$ cat src/rtl/burst_seq_pkg.sv
package burst_seq_pkg;

  typedef enum logic {
    ORD_LINEAR     = 1'b0,
    ORD_INTERLEAVE = 1'b1
  } burst_order_e;

  typedef enum logic {
    CTL_LOAD    = 1'b0,
    CTL_ADVANCE = 1'b1
  } burst_ctl_e;

endpackage

$ cat src/rtl/bseq_beat_ctr.sv
module bseq_beat_ctr #(
  parameter int BEAT_W = 2
) (
  input  logic              clk,
  input  logic              rst,
  input  logic              clr_i,
  input  logic              step_i,
  output logic [BEAT_W-1:0] beat_nxt_o
);

  logic [BEAT_W-1:0] beat_q;

  assign beat_nxt_o = beat_q + {{(BEAT_W-1){1'b0}}, 1'b1};

  always_ff @(posedge clk) begin
    if (rst || clr_i) begin
      beat_q <= '0;
    end else if (step_i) begin
      beat_q <= beat_nxt_o;
    end
  end

endmodule

$ cat src/rtl/bseq_low_map.sv
module bseq_low_map
  import burst_seq_pkg::*;
#(
  parameter int BEAT_W = 2
) (
  input  burst_order_e      order_i,
  input  logic [BEAT_W-1:0] start_i,
  input  logic [BEAT_W-1:0] beat_i,
  output logic [BEAT_W-1:0] low_o
);

  logic [BEAT_W-1:0] lin_w;
  logic [BEAT_W-1:0] ilv_w;

  assign lin_w = start_i + beat_i;

  for (genvar b = 0; b < BEAT_W; b++) begin : g_ilv
    assign ilv_w[b] = start_i[b] ^ beat_i[b];
  end

  always_comb begin
    unique case (order_i)
      ORD_INTERLEAVE: low_o = ilv_w;
      default:        low_o = lin_w;
    endcase
  end

endmodule

$ cat src/rtl/burst_addr_seq.sv
module burst_addr_seq
  import burst_seq_pkg::*;
#(
  parameter int ADDR_W = 20,
  parameter int BEAT_W = 2
) (
  input  logic              clk,
  input  logic              rst,
  input  logic              valid_i,
  input  logic              adv_i,
  input  logic              order_i,
  input  logic [ADDR_W-1:0] addr_i,
  output logic [ADDR_W-1:0] addr_o
);

  localparam int HI_W = ADDR_W - BEAT_W;

  logic              load_w;
  logic              step_w;
  logic [BEAT_W-1:0] beat_nxt_w;
  logic [BEAT_W-1:0] start_lo_q;
  logic [BEAT_W-1:0] low_nxt_w;
  logic [ADDR_W-1:0] addr_q;
  burst_order_e      order_w;

  assign order_w = burst_order_e'(order_i);
  assign load_w  = valid_i && (burst_ctl_e'(adv_i) == CTL_LOAD);
  assign step_w  = valid_i && (burst_ctl_e'(adv_i) == CTL_ADVANCE);

  bseq_beat_ctr #(
    .BEAT_W (BEAT_W)
  ) u_ctr (
    .clk        (clk),
    .rst        (rst),
    .clr_i      (load_w),
    .step_i     (step_w),
    .beat_nxt_o (beat_nxt_w)
  );

  bseq_low_map #(
    .BEAT_W (BEAT_W)
  ) u_map (
    .order_i (order_w),
    .start_i (start_lo_q),
    .beat_i  (beat_nxt_w),
    .low_o   (low_nxt_w)
  );

  always_ff @(posedge clk) begin
    if (rst) begin
      start_lo_q <= '0;
      addr_q     <= '0;
    end else if (load_w) begin
      start_lo_q <= addr_i[BEAT_W-1:0];
      addr_q     <= addr_i;
    end else if (step_w) begin
      addr_q     <= {addr_q[ADDR_W-1 -: HI_W], low_nxt_w};
    end
  end

  assign addr_o = addr_q;

endmodule

$ cat config.mk
export PLATFORM = sky130hd
export DESIGN_NAME = burst_addr_seq
export DESIGN_NICKNAME = d
export VERILOG_FILES = /design/src/rtl/burst_seq_pkg.sv /design/src/rtl/bseq_beat_ctr.sv /design/src/rtl/bseq_low_map.sv /design/src/rtl/burst_addr_seq.sv
export SDC_FILE = /design/constraint.sdc
export NUM_CORES = 1
export LEC_CHECK = 0
export BUFFER_PORTS_ARGS = -buffer_cell sky130_fd_sc_hd__buf_2
export CAP_MARGIN = 20
export CORE_MARGIN = 2
export CORE_UTILIZATION = 40
export CTS_BUF_LIST = sky130_fd_sc_hd__clkbuf_16
export CTS_CLUSTER_SIZE = 14
export DETAILED_ROUTE_END_ITERATION = 16
export MAX_ROUTING_LAYER = met4
export PLACE_DENSITY = 0.71
export SETUP_SLACK_MARGIN = 0.2
export SYNTH_ARGS = -nofsm -noshare
export SYNTH_HDL_FRONTEND = slang
export SYNTH_HIERARCHICAL = 1
export SYNTH_SLANG_ARGS = --single-unit
$ cat constraint.sdc
create_clock -name clk -period 1.7 [get_ports clk]
set_input_delay 0 -clock clk [delete_from_list [all_inputs] [get_ports clk]]
set_output_delay 0 -clock clk [all_outputs]
set_load 0.02 [all_outputs]
==> reports/summary.txt <==
Outcome: finished clean
Area of the core: 0.00221 mm^2
Pre-Repair DR Iteration Count: 4
Post-synth EDFFs: 0
Die H: 52.3 um
Die X: 52.3 um
PwrDens: 1020 mW/mm^2
Int Power: 1.15 mW
Worst rel slew slack: 0.705
Largest net degree at the start of global routing: 25
Ranking of synthesized cells by area: dfxtp_1 51%, nand2_1 16%, a21oi_1 11%
CTS tree: yes
Multi-input gate area: 402 um^2
Post-Synthesis Cells: 110
DR WL/cell: 11.0 um
Root buffer cell: clkbuf_16
RSZ-0062 raised after global routing: no
Hold Fails Final Rpt: 0
Worst hold path type: input pin to flop
Crit-path max FO: 5
Layout Utilization: 0.643
Leakage Power: 0.653 nW
Setup slack at placement: 354 ps
Diode count: 0
Setup violators final: 0
CTS Buf Count: 3
Worst Hold Margin: 3.50 ps
Comb pwr share: 0.131
CP cell instances: xor2_1, xnor2_1, xnor2_1, mux2i_1, a211oi_1
FF/Latch Area: 482 um^2
Max H-tree Level: 1
Worst-path clk slew: 60 ps
Placed cell areas: 0.00114 mm^2
WP data arrival: 1440 ps
Most Frequent Cell on Critical Path: xnor2_1
Top_reg_cell synth: dfxtp_1
Sw frac: 0.208
Total congestion overflow: 0
Routability congestion estimate: 0.649
Initial antenna violation count: 0
Final ANT Viol Nets: 0
DPL Wire Length: 1.40 mm
All-Layer GR Usage: 0.177
Power share of the clock group: 0.451
Count leader, synth: nand2_1
Die area: 0.00274 mm^2
First-pass GRT wire length: 3.63 mm
WL final: 2.16 mm
Maximum VDD drop: 0.601 mV
FMAX: 0.781 GHz
Vias in the first global route: 847
Register share of total power: 0.418
Residual DRC: 0
Synth-to-layout area growth: 52.1%
CP startpoint kind: flop
Sw power: 0.301 mW
Async SR Flop Fraction: 0
WP buf/inv: 0
Yosys top cell area share: 0.514
Crit end category: flop
Tot Pwr: 1.45 mW
Worst Tran Pin Value: 443 ps
Synth Register Bits: 24
Worst Skew: 2.39 ps
I/O pin count: 45
Delay-heaviest family, CP: XOR/XNOR gates
Vias: 903
Max-slew violation count: 0
Initial Util: 0.423
Count of buffers from port buffering: 44
# placed instances: 176
Period utilization: 0.753
Post-CTS setup buffer count: 0
Post-route setup TNS: 0 ps
Cell taking the most area after synthesis: dfxtp_1
Worst path slowest cell: dfxtp_2
Layout Cells excl Fill: 197
Synth cell types: 21
Drt first-iter violations: 12
Post-Syn Area: 935 um^2
Post-synth net total: 136
Critical Path RT: 1860 ps
Kind of critical path: flop to flop
Ranking of synthesized cells by instance count: 40 x nand2_1, 24 x dfxtp_1, 20 x a21oi_1, 3 x xnor2_1
CP peak stage delay: 370 ps
Clk Latency, worst-skew pair: 250 ps
Row cnt: 17
PnR worst setup slack: 420 ps
Ys Warns: 6
CTS sink count: 24
Vias per cell: 4.58
Syn avg cell area: 8.50 um^2
Sequential share of the synthesized area: 0.514
Final non-filler cell area: 0.00142 mm^2
Layout cell share with drive strength beyond 1: 0.314
Max_cap viols: 0
Fillers: 193
Final #Nets: 196
CTS Buffer Depth: 2
Minimum clock period: 1280 ps
## area by class of cell
type / instances / share of cell area
clock inverters: 1 / 0.0211
repair buffers: 61 / 0.275
clock buffers: 3 / 0.0528
well taps: 28 / 0.0246
multi-input cells: 78 / 0.283
flip-flops and latches: 24 / 0.339
inverters: 2 / 0.00528
## kinds of logic (layout without fill, tap and decap cells)
kind of cell,count (synthesis),count (layout),synth area share
muxes,2,2,0.0214
adders and majority gates,1,1,0.0134
xor gates and xnor gates,4,4,0.0375
and+or+nand+nor,47,47,0.210
DFF,24,24,0.514
buffers and inverters,8,67,0.0562
AOI/OAI and AO/OA,24,24,0.147
## power by group through the flow
stage	registers [mW]	clock network, mW	logic [mW]
finish	0.606	0.653	0.190
global route	0.610	0.690	0.211
CTS	0.605	0.667	0.190
detailed placement	0.617	0	0.160
global placement	0.615	0	0.157
floorplan	0.645	0	0.0734
## worst reg2reg max path, cell delays in order, from the launching register on
cell      delay, ps
dfxtp_2         370
xor2_1          200
xnor2_1         160
xnor2_1         140
mux2i_1          90
a211oi_1        240
## worst paths after layout
kind	start	endpoint	slack, ps	cells after the start
max	u_ctr/beat_q[0]	addr_o[1]	420	5
min	addr_i[8]	addr_o[8]	3	3
max reg2reg	u_ctr/beat_q[0]	addr_o[1]	420	5
min reg2reg	addr_o[14]	addr_o[14]	450	2
## what timing repair did
item / 4_1_cts / 5_1_grt
resized for setup: 0 / 1
hold endpoints to repair: 17 / 0
hold buffers: 17 / 0
setup endpoints to repair: 0 / 1
## placed cells by master (no fill, tap or decap)
cell type,instances
bufinv_16,1
a211oi_1,2
a21oi_1,20
inv_2,1
inv_1,1
ha_1,1
and2_1,1
nand2_1,40
dfxtp_2,1
xor2_1,1
a211oi_2,1
nand2b_4,1
nor3_1,1
nor2b_1,1
nand3b_1,1
a21bo_2,1
nor2_1,2
buf_2,44
clkbuf_16,3
dfxtp_1,23
mux2i_1,2
dlygate4sd3_1,17
xnor2_1,3
## state kept, by name (all words and copies together), names as in the netlist
name / cells
start_lo_q: 2
addr_o: 20
u_ctr/beat_q: 2
## per-layer routing
metal | track usage | vias up | part of all wire | wire length (um)
met1 | 0.206 | 397 | 0.47 | 1020
met4 | 0.0128 | 0 | 0 | 0
met2 | 0.331 | 32 | 0.48 | 1030
met3 | 0.0286 | 0 | 0.051 | 110
li1 | - | 474 | - | -
met5 | - | - | 0 | 0
(Power assumes the default switching activity.)
